$ cat config.mk
export PLATFORM = sky130hd
export DESIGN_NAME = addr_serial_cfg
export DESIGN_NICKNAME = d
export VERILOG_FILES = /design/src/rtl/ascr_pkg.sv /design/src/rtl/ascr_sync.sv /design/src/rtl/ascr_shift.sv /design/src/rtl/ascr_commit.sv /design/src/rtl/ascr_decode.sv /design/src/rtl/addr_serial_cfg.sv
export SDC_FILE = /design/constraint.sdc
export NUM_CORES = 1
export LEC_CHECK = 0
export CORE_ASPECT_RATIO = 0.9
export CORE_MARGIN = 5
export CORE_UTILIZATION = 40
export CTS_CLUSTER_SIZE = 40
export DETAILED_ROUTE_END_ITERATION = 12
export DONT_BUFFER_PORTS = 1
export SLEW_MARGIN = 20
export SYNTH_ARGS = -nofsm -noshare
export SYNTH_HDL_FRONTEND = slang
export SYNTH_SLANG_ARGS = --single-unit
$ cat constraint.sdc
create_clock -name clk -period 2.5 [get_ports clk]
set_clock_uncertainty 0.15 [all_clocks]
set_input_delay 0.125 -clock clk [delete_from_list [all_inputs] [get_ports clk]]
set_output_delay 0.125 -clock clk [all_outputs]
set_load 0.005 [all_outputs]
$ cat src/rtl/ascr_pkg.sv
package ascr_pkg;

  localparam int CFG_W = 10;

  typedef enum logic [1:0] {
    IN_SINGLE = 2'b00,
    IN_REF8   = 2'b01,
    IN_PAIRED = 2'b10
  } in_mode_e;

  // Field order is the order in which bits arrive, MSB first.
  typedef struct packed {
    logic       dev_addr;
    logic [1:0] pwr;
    logic       ref8;
    logic       paired;
    logic [2:0] chan;
    logic       conv;
    logic       ext;
  } cfg_t;

endpackage

$ cat src/rtl/ascr_sync.sv
module ascr_sync #(
  parameter int             N       = 4,
  parameter int             STAGES  = 2,
  parameter logic [N-1:0]   RST_VAL = '1
) (
  input  logic         clk,
  input  logic         rst_n,
  input  logic [N-1:0] d,
  output logic [N-1:0] q,
  output logic [N-1:0] fall
);

  logic [N-1:0] stg_q [STAGES];
  logic [N-1:0] prev_q;

  genvar i;
  generate
    for (i = 0; i < STAGES; i++) begin : g_stage
      logic [N-1:0] stg_d;
      if (i == 0) begin : g_first
        always_comb stg_d = d;
      end else begin : g_rest
        always_comb stg_d = stg_q[i-1];
      end
      always_ff @(posedge clk or negedge rst_n) begin
        if (!rst_n) stg_q[i] <= RST_VAL;
        else        stg_q[i] <= stg_d;
      end
    end
  endgenerate

  always_ff @(posedge clk or negedge rst_n) begin
    if (!rst_n) prev_q <= RST_VAL;
    else        prev_q <= stg_q[STAGES-1];
  end

  always_comb begin
    q    = stg_q[STAGES-1];
    fall = prev_q & ~stg_q[STAGES-1];
  end

endmodule

$ cat src/rtl/ascr_shift.sv
module ascr_shift #(
  parameter int W = 10
) (
  input  logic         clk,
  input  logic         rst_n,
  input  logic         shift_en,
  input  logic         bit_in,
  output logic [W-1:0] word
);

  logic [W-1:0] word_q;
  logic [W-1:0] word_d;

  always_comb begin
    word_d = word_q;
    if (shift_en) word_d = {word_q[W-2:0], bit_in};
  end

  always_ff @(posedge clk or negedge rst_n) begin
    if (!rst_n) word_q <= '0;
    else        word_q <= word_d;
  end

  assign word = word_q;

endmodule

$ cat src/rtl/ascr_commit.sv
module ascr_commit
  import ascr_pkg::*;
(
  input  logic clk,
  input  logic rst_n,
  input  logic commit_stb,
  input  cfg_t word_in,
  input  logic addr_pin,
  input  logic conv_done,
  input  logic rd_active,
  output cfg_t cfg,
  output logic acc,
  output logic owner,
  output logic oe
);

  cfg_t cfg_q, cfg_d;
  logic acc_q, acc_d;
  logic owner_q, owner_d;
  logic oe_q, oe_d;
  logic addr_hit;

  always_comb begin
    addr_hit = (word_in.dev_addr == addr_pin);
    cfg_d    = cfg_q;
    acc_d    = 1'b0;
    owner_d  = owner_q;
    if (conv_done) cfg_d.conv = 1'b0;
    if (commit_stb) begin
      if (addr_hit) begin
        cfg_d   = word_in;
        acc_d   = 1'b1;
        owner_d = 1'b1;
      end else begin
        owner_d = 1'b0;
      end
    end
    oe_d = owner_d & rd_active;
  end

  always_ff @(posedge clk or negedge rst_n) begin
    if (!rst_n) begin
      cfg_q   <= '0;
      acc_q   <= 1'b0;
      owner_q <= 1'b0;
      oe_q    <= 1'b0;
    end else begin
      cfg_q   <= cfg_d;
      acc_q   <= acc_d;
      owner_q <= owner_d;
      oe_q    <= oe_d;
    end
  end

  assign cfg   = cfg_q;
  assign acc   = acc_q;
  assign owner = owner_q;
  assign oe    = oe_q;


  cfg_hold_chk: assert property (@(posedge clk) disable iff (!rst_n)
    !acc_q |-> $stable({cfg_q.dev_addr, cfg_q.pwr, cfg_q.ref8, cfg_q.paired,
                        cfg_q.chan, cfg_q.ext}));

  acc_pulse_chk: assert property (@(posedge clk) disable iff (!rst_n)
    acc_q |=> !acc_q);

  own_take_chk: assert property (@(posedge clk) disable iff (!rst_n)
    acc_q |-> owner_q);

  own_gain_chk: assert property (@(posedge clk) disable iff (!rst_n)
    $rose(owner_q) |-> acc_q);

  conv_clr_chk: assert property (@(posedge clk) disable iff (!rst_n)
    (conv_done && !commit_stb) |=> !cfg_q.conv);

  oe_owner_chk: assert property (@(posedge clk) disable iff (!rst_n)
    oe_q |-> (owner_q && $past(rd_active)));

endmodule

$ cat src/rtl/ascr_decode.sv
module ascr_decode
  import ascr_pkg::*;
(
  input  logic       clk,
  input  logic       rst_n,
  input  cfg_t       cfg,
  output logic [1:0] in_mode,
  output logic [2:0] chan
);

  in_mode_e mode;

  always_comb begin
    if (cfg.paired)    mode = IN_PAIRED;
    else if (cfg.ref8) mode = IN_REF8;
    else               mode = IN_SINGLE;
    in_mode = mode;
    chan    = cfg.chan;
  end


  mode_legal_chk: assert property (@(posedge clk) disable iff (!rst_n)
    in_mode != 2'b11);

endmodule

$ cat src/rtl/addr_serial_cfg.sv
module addr_serial_cfg
  import ascr_pkg::*;
#(
  parameter int SYNC_STAGES = 2
) (
  input  logic       clk,
  input  logic       rst_n,
  input  logic       sclk,
  input  logic       sdin,
  input  logic       wr_frame_n,
  input  logic       rd_frame_n,
  input  logic       addr_pin,
  input  logic       conv_done,
  output logic [1:0] pwr_mode,
  output logic       ext_ref,
  output logic       conv_req,
  output logic [1:0] in_mode,
  output logic [2:0] chan_sel,
  output logic       wr_accept,
  output logic       bus_owner,
  output logic       sdo_oe
);

  localparam int PIN_N = 4;
  localparam logic [PIN_N-1:0] PIN_IDLE = 4'b1110;

  logic [1:0]       rst_pipe_q;
  logic             rst_int_n;
  logic [PIN_N-1:0] pin_raw, pin_lvl, pin_fall;
  logic [CFG_W-1:0] shift_word;
  cfg_t             word_in, cfg;

  always_ff @(posedge clk or negedge rst_n) begin
    if (!rst_n) rst_pipe_q <= 2'b00;
    else        rst_pipe_q <= {rst_pipe_q[0], 1'b1};
  end
  assign rst_int_n = rst_pipe_q[1];

  assign pin_raw = {rd_frame_n, wr_frame_n, sclk, sdin};

  ascr_sync #(.N(PIN_N), .STAGES(SYNC_STAGES), .RST_VAL(PIN_IDLE)) u_sync (
    .clk  (clk),
    .rst_n(rst_int_n),
    .d    (pin_raw),
    .q    (pin_lvl),
    .fall (pin_fall)
  );

  ascr_shift #(.W(CFG_W)) u_shift (
    .clk     (clk),
    .rst_n   (rst_int_n),
    .shift_en(pin_fall[1]),
    .bit_in  (pin_lvl[0]),
    .word    (shift_word)
  );

  assign word_in = cfg_t'(shift_word);

  ascr_commit u_commit (
    .clk       (clk),
    .rst_n     (rst_int_n),
    .commit_stb(pin_fall[2]),
    .word_in   (word_in),
    .addr_pin  (addr_pin),
    .conv_done (conv_done),
    .rd_active (~pin_lvl[3]),
    .cfg       (cfg),
    .acc       (wr_accept),
    .owner     (bus_owner),
    .oe        (sdo_oe)
  );

  ascr_decode u_decode (
    .clk    (clk),
    .rst_n  (rst_int_n),
    .cfg    (cfg),
    .in_mode(in_mode),
    .chan   (chan_sel)
  );

  assign pwr_mode = cfg.pwr;
  assign ext_ref  = cfg.ext;
  assign conv_req = cfg.conv;

endmodule

# Yosys cells after proc, flatten, opt, wreduce, memory -nomap -nowiden
# Cells that the tools add are included.
# totals
regBits	35
latch_bits	0
ramBits	0
romBits	0
output_inout_bits	12
elab_cells	28
mem_count	0
# classes
addsub	0
n_mul	0
n_div	0
magnitude_cmp	0
eq_ne	1
n_shift	0
muxes	8
bitwise	4
n_reduce_logical	1
# ops
op	count
two-way mux 2 bit	3
two-way mux 1 bit	5
bitwise AND 3 bit	1
NOT 3 bit	1
AND reduction 2 bit	1
bitwise AND 1 bit	1
== test 1 bit	1
NOT 1 bit	1

# Longest topological paths before layout
# Gate-level depths: netlist of the first run.
# depth
depth_word	4
ltp_mapped	4
depth_no_buf	3

# By module
# Synthesis of the first run repeated with hierarchy kept, for this count alone.
# unflattened
hier_cells	80
area_unflattened_um2	1403.8
# by_module_without_submodules
module	instances	cells_each	area_per_inst_um2	seq_area_each_um2
ascr_commit	1	34	524.3	325.3
ascr_shift	1	21	411.6	250.2
ascr_sync	1	16	366.6	311.5
addr_serial_cfg	1	4	57.6	50.0
ascr_decode	1	5	43.8	0.0

# Worst setup path before layout of the first run
# No wires, ideal clock.
# synth_timing
path_kind	register -> register
startpoint	register u_sync.prev_q[2]
endpoint	register u_commit.cfg_q (netlist bit u_commit.cfg[0])
arrival_time_ns	1.338
setup_slack_ns	0.887
stages_incl_launch_ff	5
cell_sequence	dfstp_2 > inv_1 > or3_4 > buf_6 > mux2_4
# synth_between
elab_chain_cells	2
# synth_lines
item	line	rtl
from (decl)	ascr_sync.sv:14	logic [N-1:0] prev_q;
from (signal assigned)	ascr_sync.sv:34	else prev_q <= stg_q[STAGES-1];
bitwise AND 3 bit	ascr_sync.sv:39	fall = prev_q & ~stg_q[STAGES-1];
AND reduction 2 bit (no source line)	n/a	
to (signal assigned)	ascr_commit.sv:48	cfg_q <= cfg_d;
to (decl)	ascr_commit.sv:17	cfg_t cfg_q, cfg_d;
# No other way between the ends.
# A chain may end at the register's enable or synchronous reset.

# Final worst setup path of the first run
# layout_timing
startpoint	register u_sync.prev_q[2]
endpoint	register u_commit.cfg_q (netlist bit u_commit.cfg[5])
# Same word-level chain as after synthesis.

==> impl_metrics.tcl, run 1 <==
set metrics [dict create \
    yosysUniqueCellTypes 15 \
    areaGrowthSynthToFinish_pct 12.2 \
    setup_viol 0 \
    die-area_um2 4270 \
    grt_max_degree 29 \
    r2r-start "u_sync.prev_q[2]" \
    post-cts-setup-buffers 0 \
    detail_route.vias_per_cell 4.37 \
    groute.usage.overall_pct 8.73 \
    finalMaxSlewViolations 0 \
    antenna_fix_cells 0 \
    critical_path.endpoint_type "flop" \
    fin_crit_sh_pct 65.0 \
    fin_crit_ns 1.63 \
    grt_setup_unrepaired "false" \
    reg2reg_depth 3 \
    finalWirelength_um 1520 \
    hold_path.class "reg -> async" \
    cts_resized 0 \
    route.detailed.drc 0 \
    setup_tns_ns 0 \
    detailed_place_hpwl_um 1000 \
    worstPathMaxFanout 12 \
    clkSinkCount 34 \
    clockRootBuffer "sky130_fd_sc_hd__clkbuf_4" \
    routed-via-count 542 \
    fmax_mhz 615 \
    initial_antenna_violation_count 0 \
    floorplan.rows 19 \
    place_ws_ns 0.888 \
    number_of_global_route_vias_before_repair 601 \
    power_leakage_nw 0.634 \
    worst_setup_path_start_kind "flop" \
    synth.net_count 80 \
    synth.ff_latch_count 34 \
    cts.path.max_buffers 2 \
    top_level_ports 20 \
    cts_tree "done" \
    r2r_setup_slack_ns 0.87 \
    io_buffers 0 \
    power.density_nw_per_um2 996 \
    htree_levels 2 \
    wire_length_of_the_first_global_routing_pass_um 2660 \
    avgRoutedWirePerCell_um 12.3 \
    fin_hold_ws_ns 0.120 \
    floorplan.initialDensity_pct 40.9 \
    numCtsBuffers 5 \
    maxCapViolations 0 \
    die_h_um 62.5 \
    crit_required_ns 2.57 \
    die-width_um 68.4 \
    gate_count_of_the_mapped_netlist 72 \
    postRouteAntennaNets 0 \
    core_um2 3000 \
    clk-insertion-delay-late_ns 0.33 \
    global_route.overflow_total 0 \
    nets 89 \
    proportion_of_layout_cells_with_a_drive_suffix_above_1_pct 46.3 \
    avgSynthCellArea_um2 17.0 \
    drt_pass1_iterations 3 \
    r2r_end "u_commit.cfg[5]" \
    clkTransAtPathRegs_ns 0.10 \
    drt_iter0_markers 18 \
    finalHoldViolations 0 \
    synth_area_um2 1230 \
    post-route-worst-setup-slack_ns 0.874 \
    yosysSeqAreaShare_pct 70.2 \
    ws_path_type "reg -> reg" \
    routabilityCongestion 0.692 \
    ir_worst_vdd_mv 0.410 \
    yosys_warnings 0 \
    crit_arrival_ns 1.69 \
    run_status "completed" \
]
==> synth_stat cells <==
cell type / instances / share of area [%]
sky130_fd_sc_hd__buf_6: 1 / 0.92
sky130_fd_sc_hd__dfstp_2: 8 / 17
sky130_fd_sc_hd__dfrtp_1: 26 / 53
sky130_fd_sc_hd__mux2_4: 7 / 8.6
sky130_fd_sc_hd__o21ai_0: 1 / 0.41
sky130_fd_sc_hd__inv_1: 2 / 0.61
sky130_fd_sc_hd__mux2_2: 12 / 11
sky130_fd_sc_hd__a21oi_1: 1 / 0.41
sky130_fd_sc_hd__buf_4: 6 / 3.7
sky130_fd_sc_hd__buf_2: 1 / 0.41
sky130_fd_sc_hd__nor2b_1: 3 / 1.5
sky130_fd_sc_hd__conb_1: 1 / 0.31
sky130_fd_sc_hd__or3_4: 1 / 0.92
sky130_fd_sc_hd__xor2_1: 1 / 0.71
sky130_fd_sc_hd__nand2_1: 1 / 0.31
==> final cells by class <==
class	count	area, um2
inverters	2	7.51
clock inverters	2	12.5
multi-input cells	28	297
repair buffers	10	95.1
well taps	42	52.6
clock buffers	6	51.3
flip-flops and latches	34	861
fillers	277	1620
==> flip-flops by register name, indices dropped and copies added, names as in the netlist <==
name	flops
u_commit.acc	1
u_shift.word	10
u_sync.g_stage.stg_d	4
u_commit.oe	1
u_commit.owner	1
u_sync.prev_q	2
u_commit.cfg	9
rst_pipe_q	2
u_sync.q	4
==> worst max-delay path by stage <==
stage | start | to | slack [ns] | cells past startpoint
after detailed placement | u_sync.prev_q[2] | u_commit.cfg[5] | 0.89 | 3
after global routing | u_sync.prev_q[2] | u_commit.cfg[5] | 0.83 | 3
after CTS | u_sync.prev_q[2] | u_commit.cfg[5] | 0.87 | 3
after floorplan | u_sync.prev_q[2] | u_commit.cfg[0] | 0.89 | 4
after global placement | u_sync.prev_q[2] | u_commit.cfg[0] | 0.91 | 3
final | u_sync.prev_q[2] | u_commit.cfg[5] | 0.87 | 3
==> worst max-delay path: stages (launching register included) <==
cell	delay, ns
sky130_fd_sc_hd__dfstp_2	0.53
sky130_fd_sc_hd__inv_1	0.04
sky130_fd_sc_hd__or3_4	0.47
sky130_fd_sc_hd__mux2_4	0.33
==> cell families after synthesis <==
group / synth area share [%]
and+or+nand+nor: 2.75
xor gates and xnor gates: 0.714
muxes: 19.6
DFF: 70.2
AOI/OAI and AO/OA: 0.816
other: 0.306
buffers and inverters: 5.61
==> cell usage in the layout, fill, tap and decap left out, drive strengths merged <==
cell type	count
a21oi	1
buf	2
clkbuf	6
clkinv	1
clkinvlp	1
conb	1
dfrtp	26
dfstp	8
dlygate4sd3	8
inv	2
mux2	19
nand2	1
nor2b	3
o21ai	1
or3	1
xor2	1
==> where the power goes <==
group | switching (W) | internal [W]
clock | 0.000178 | 0.000135
combinational | 0.0000703 | 0.000170
sequential | 0.000108 | 0.000711
total | 0.000355 | 0.00102
==> per-stage QoR <==
step | cells | power, W | instance area (um2) | utilization (%)
CTS | 124 | 0.00140 | 1380 | 45.9
finish | 124 | 0.00137 | 1380 | 45.9
floorplan | 72 | 0.00108 | 1230 | -
detailed placement | 108 | 0.00107 | 1230 | 41.1
global route | 124 | 0.00146 | 1380 | 45.9
global placement | 108 | 0.00106 | 1230 | 41.1
==> routing by layer <==
metal	track usage, %	up-vias	part of all wire, %
met4	5.96	0	2.5
li1	-	247	-
met3	5.58	5	9.2
met2	12.3	19	45
met5	0	-	0
met1	9.39	271	43
==> timing repair <==
action	4_1_cts	5_1_grt
setup endpoints to repair	0	0
hold buffers	8	0
endpoints found under the hold margin	8	0
Note: power is estimated with default switching activity, not from simulation.
==> run 2, diff against run 1 <==
- clock period: 2.5 -> 1.6 ns (I/O delays scaled with it)
==> run 2 against run 1 <==
  * First-iteration DRC count increased by 67%
  * Flip-flop and latch count unchanged
  * Highest routed layer unchanged
  * Wire length increased by 16%
  * Combinational power increased by 63%
  * Core utilization shrank 0.13 points
  * Critical path depth stayed put
  * Maximum frequency up 2.3%
  * Non-clock buffer count unchanged
  * Die area stayed put
  * Sequential share of layout area grew 0.17 points
  * Final area decreased by 0.27%
==> impl_metrics.tcl, run 2 (same netlist as run 1, synthesis figures left out) <==
set metrics [dict create \
    most-common-layout-cells "sky130_fd_sc_hd__dfrtp_1 (26), sky130_fd_sc_hd__mux2_2 (12), sky130_fd_sc_hd__dlygate4sd3_1 (8), sky130_fd_sc_hd__dfstp_2 (8), sky130_fd_sc_hd__mux2_4 (7)" \
    worst_setup_path_start_kind "flop" \
    routed-via-count 559 \
    fin_cells 125 \
    clkTransAtPathRegs_ns 0.10 \
    clockRootBuffer "sky130_fd_sc_hd__clkbuf_4" \
    htree_levels 2 \
    floorplan.initialDensity_pct 40.9 \
    setup_viol 0 \
    post-route-cell-area_um2 1370 \
    placement.cell_area_um2 1230 \
    placed_cells 108 \
    post-cts-setup-buffers 0 \
    r2r_end "u_commit.cfg[5]" \
    worstHoldEndpoint "u_commit.acc" \
    core_um2 3000 \
    drt_pass1_iterations 2 \
    share_seq_of_total_power_pct 61.1 \
    grt_max_degree 29 \
    r2r_setup_slack_ns 0.01 \
    intPower_w 0.00156 \
    post-route-worst-setup-slack_ns 0.0103 \
    die_h_um 62.5 \
    top_level_ports 20 \
    fin_crit_ns 1.59 \
    worstPathMaxFanout 6 \
    io_buffers 0 \
    crit_required_ns 1.66 \
    net_switching_power_figure_w 0.000554 \
    number_of_global_route_vias_before_repair 625 \
    ws_path_type "reg -> reg" \
    clk-insertion-delay-late_ns 0.33 \
    fin_crit_sh_pct 99.4 \
    hold_path.class "in -> reg" \
    crit_slowest_cell "sky130_fd_sc_hd__dfstp_2" \
    finalMaxSlewViolations 0 \
    sequence_of_cells_on_the_critical_path "inv_2 > or3_4 > mux2_4" \
    r2r-start "u_sync.prev_q[2]" \
    power_frac_clock_pct 20.4 \
    fmax_mhz 629 \
    power_leakage_nw 0.628 \
    maxCapViolations 0 \
    clkSinkCount 34 \
    grt_setup_unrepaired "true" \
    cts_tree "done" \
    nets 90 \
    setup_tns_ns 0 \
    layout.cells.most_common "sky130_fd_sc_hd__dfrtp_1" \
    floorplan.rows 19 \
    place_ws_ns -0.00975 \
    groute.usage.overall_pct 9.88 \
    postRouteAntennaNets 0 \
    routabilityCongestion 0.729 \
    global_route.overflow_total 0 \
    timing.critical_path.slowest_cell_delay_ns 0.54 \
    proportion_of_layout_cells_with_a_drive_suffix_above_1_pct 44.6 \
    sw_frac_of_total_pct 26.2 \
    hold_path.startpoint "addr_pin" \
    hold_path_depth 3 \
    run_status "completed" \
    power_w 0.00211 \
    detailed_place_hpwl_um 1030 \
    finalWirelength_um 1760 \
    detail_route.vias_per_cell 4.47 \
    avgRoutedWirePerCell_um 14.1 \
    wire_length_of_the_first_global_routing_pass_um 2950 \
    crit_arrival_ns 1.65 \
    share_comb_of_total_power_pct 18.5 \
    route.detailed.drc 0 \
    drt_iter0_markers 30 \
    numCtsBuffers 5 \
    die-width_um 68.4 \
    cts.path.max_buffers 2 \
    finalHoldViolations 0 \
    timing.critical_path.max_delay_family "flip-flops" \
    reg2reg_depth 3 \
    ir_worst_vdd_mv 0.590 \
    areaGrowthSynthToFinish_pct 11.9 \
    antenna_fix_cells 0 \
    power.density_nw_per_um2 1540 \
    worst-path-buf-inv 1 \
    initial_antenna_violation_count 0 \
    die-area_um2 4270 \
    largest_register_ff_count 10 \
    critical_path.endpoint_type "flop" \
]
==> run 2: cell count changes in the layout (fill, tap and decap cells not counted) <==
cell                         change
sky130_fd_sc_hd__inv_2           +1
sky130_fd_sc_hd__clkinv_2        -1
sky130_fd_sc_hd__inv_1           -1
sky130_fd_sc_hd__clkbuf_8        -1
sky130_fd_sc_hd__clkinvlp_4      -1
sky130_fd_sc_hd__clkbuf_1        +3
sky130_fd_sc_hd__or3_4           +1
==> run 2: metal layers <==
layer	up-vias	global-route usage (%)	routed length [um]
met3	8	5.04	131
met2	20	13.6	802
met4	0	7.44	59
met1	277	11.4	767
li1	254	-	-
met5	-	0	0
==> run 2: worst max path at each step <==
stage	startpoint	endpoint	slack (ns)	depth (start not counted)
floorplan	u_sync.prev_q[2]	u_commit.cfg[0]	-0.01	4
global placement	u_sync.prev_q[2]	u_commit.cfg[0]	0.007	3
detailed placement	u_sync.prev_q[2]	u_commit.cfg[5]	-0.01	3
CTS	u_shift.word[9]	u_commit.cfg[5]	0.004	3
global route	u_sync.prev_q[2]	u_commit.cfg[7]	-0.03	3
finish	u_sync.prev_q[2]	u_commit.cfg[5]	0.01	3
==> run 2: final cells by class <==
class,count,area [um2]
Fill cell,278,1620
Tap cell,42,52.6
Sequential cell,34,861
Inverter,2,7.51
Multi-Input combinational cell,29,308
Clock buffer,8,48.8
Timing Repair Buffer,10,95.1
==> run 2: worst min-delay path: cells and delay by family <==
| kind | cells | cell delay (ns) |
|---|---|---|
| AND/OR/NAND/NOR | 1 | 0.22 |
| buffers and inverters | 1 | 0.04 |
| XOR/XNOR | 1 | 0.20 |
==> run 2: power by group through the flow <==
stage	sequential, W	clock (W)	combinational [W]
finish	0.00129	0.000431	0.000391
global route	0.00132	0.000491	0.000434
global placement	0.00130	0	0.000354
CTS	0.00130	0.000459	0.000398
floorplan	0.00124	0	0.000440
detailed placement	0.00131	0	0.000367
==> run 2: stage by stage <==
step                      util, %  hold slack, ns
after floorplan                 -          -0.366
after global placement       41.1          -0.366
after detailed placement     41.1          -0.366
after CTS                    45.8          0.0526
after global routing         45.8          0.0794
final                        45.8          0.0863
==> run 2: what timing repair did <==
action                                 CTS  global route
gates cloned                             1             0
hold buffers                             8             0
setup endpoints to repair                7             6
endpoints found under the hold margin    8             0
gates resized for setup                  2             0
==> run 3, diff against run 2 <==
- PLACE_DENSITY: default -> 0.58
==> run 3 against run 2 <==
  * Sequential power about the same
  * Cell count up 0.80%
  * Die area unchanged
  * Register-to-register slack about the same
  * Hold slack worse by 0.034 ns
  * Maximum frequency about the same
  * Sequential share of layout area down 0.85 points
  * Clock power up 12%
  * Largest cell class unchanged
  * Highest routed layer unchanged
==> impl_metrics.tcl, run 3 (same netlist as run 1, synthesis figures left out) <==
set metrics [dict create \
    clockRootBuffer "sky130_fd_sc_hd__clkbuf_4" \
    fmax_mhz 629 \
    place_ws_ns -0.000941 \
    crit_required_ns 1.68 \
    finalWirelength_um 1700 \
    worstSetupStartpoint "u_sync.prev_q[2]" \
    routed-via-count 564 \
    layout.cells.most_common "sky130_fd_sc_hd__dfrtp_1" \
    avgRoutedWirePerCell_um 13.5 \
    drt_iter0_markers 25 \
    route.detailed.drc 0 \
    run_status "completed" \
    fin_cells 126 \
    groute.usage.overall_pct 10.0 \
    fin_crit_ns 1.59 \
    die_h_um 62.5 \
    maxCapViolations 0 \
    ir_worst_vdd_mv 0.676 \
    proportion_of_layout_cells_with_a_drive_suffix_above_1_pct 47.6 \
    clkSinkCount 34 \
    global_route.overflow_total 0 \
    core_um2 3000 \
    setup_viol 0 \
    power.density_nw_per_um2 1550 \
    r2r_end "u_commit.cfg[4]" \
    ws_path_type "reg -> reg" \
    top_level_ports 20 \
    initial_antenna_violation_count 0 \
    postRouteAntennaNets 0 \
    fin_crit_sh_pct 99.3 \
    nets 91 \
    grt_setup_unrepaired "true" \
    clk-insertion-delay-late_ns 0.33 \
    wire_length_of_the_first_global_routing_pass_um 3020 \
    htree_levels 2 \
    detailed_place_hpwl_um 1020 \
    areaGrowthSynthToFinish_pct 13.5 \
    r2r_setup_slack_ns 0.01 \
    drt_pass1_iterations 4 \
    grt_max_degree 29 \
    largest_register_ff_count 10 \
    power_leakage_nw 0.642 \
    clkTransAtPathRegs_ns 0.10 \
    die-area_um2 4270 \
    crit_arrival_ns 1.66 \
    routabilityCongestion 0.744 \
    endpoint "u_commit.cfg[4]" \
    cts.path.max_buffers 2 \
    post-route-worst-setup-slack_ns 0.0114 \
    number_of_global_route_vias_before_repair 654 \
    numCtsBuffers 5 \
    cts_tree "done" \
    hold_path.class "in -> reg" \
    critical_path.endpoint_type "flop" \
    finalMaxSlewViolations 0 \
    r2r-start "u_sync.prev_q[2]" \
    worstPathMaxFanout 6 \
    detail_route.vias_per_cell 4.48 \
    placed_cells 109 \
    hold_path.startpoint "addr_pin" \
    most-common-layout-cells "sky130_fd_sc_hd__dfrtp_1 (26), sky130_fd_sc_hd__mux2_2 (12), sky130_fd_sc_hd__dlygate4sd3_1 (8), sky130_fd_sc_hd__dfstp_2 (8), sky130_fd_sc_hd__mux2_4 (7)" \
    worst_setup_path_start_kind "flop" \
    die-width_um 68.4 \
    io_buffers 0 \
    antenna_fix_cells 0 \
    reg2reg_depth 3 \
    floorplan.initialDensity_pct 40.9 \
    finalHoldViolations 0 \
    floorplan.rows 19 \
]
-- run 3: cell count changes in the layout (fill, tap and decap cells not counted), sizes merged --
cell and delta:
clkbuf -1, clkinv +1, buf +1
-- run 3: stage by stage --
stage | cell area [um2] | TNS [ns] | utilization, % | total power (W) | hold slack (ns)
6_report | 1390 | 0 | 46.4 | 0.00215 | 0.0520
5_1_grt | 1390 | -0.177 | 46.4 | 0.00231 | 0.0878
4_1_cts | 1390 | 0 | 46.4 | 0.00219 | 0.0694
3_5_place_dp | 1240 | -0.000941 | 41.4 | 0.00167 | -0.366
3_3_place_gp | 1240 | 0 | 41.4 | 0.00166 | -0.366
2_1_floorplan | 1230 | -0.0906 | - | 0.00168 | -0.366
-- run 3: worst min path at each step --
stage	to	cells past startpoint
after floorplan	rst_pipe_q[0]	0
after global placement	rst_pipe_q[0]	0
after detailed placement	rst_pipe_q[1]	0
after CTS	u_commit.acc	3
after global routing	u_commit.acc	3
final	u_commit.acc	3
-- run 3: metal layers --
layer	part of all wire (%)	wire length [um]	global-route usage, %
met2	47	795	13.7
met4	3.2	54	7.44
met1	43	732	11.4
met5	0	0	0
met3	7.0	120	5.58
-- run 3: timing repair --
item                       in CTS  in global routing
buffers inserted                0                  0
hold endpoints to repair        8                  0
hold buffers                    8                  0
resized for setup               1                  1
setup endpoints to repair       7                  6
gates cloned                    1                  0
pin swaps                       0                  1
-- run 3: power by group --
group | switching, W | internal [W] | total, W
Sequential | 0.000172 | 0.00111 | 0.00128
Clock | 0.000271 | 0.000213 | 0.000484
Combinational | 0.000114 | 0.000272 | 0.000386
-- run 3: layout make-up --
type                       instances  area, um2
clock buffer                       7       55.1
clock inverter                     1       5.00
fill                             287       1600
inverter                           2       7.51
multi-input combinational         29        308
sequential                        34        861
tap                               42       52.6
timing repair buffer              11        103
-- run 3: critical path, stage by stage, from the launching register on --
cell                      delay, ns
sky130_fd_sc_hd__dfstp_2       0.53
sky130_fd_sc_hd__inv_2         0.04
sky130_fd_sc_hd__or3_4         0.45
sky130_fd_sc_hd__mux2_4        0.31
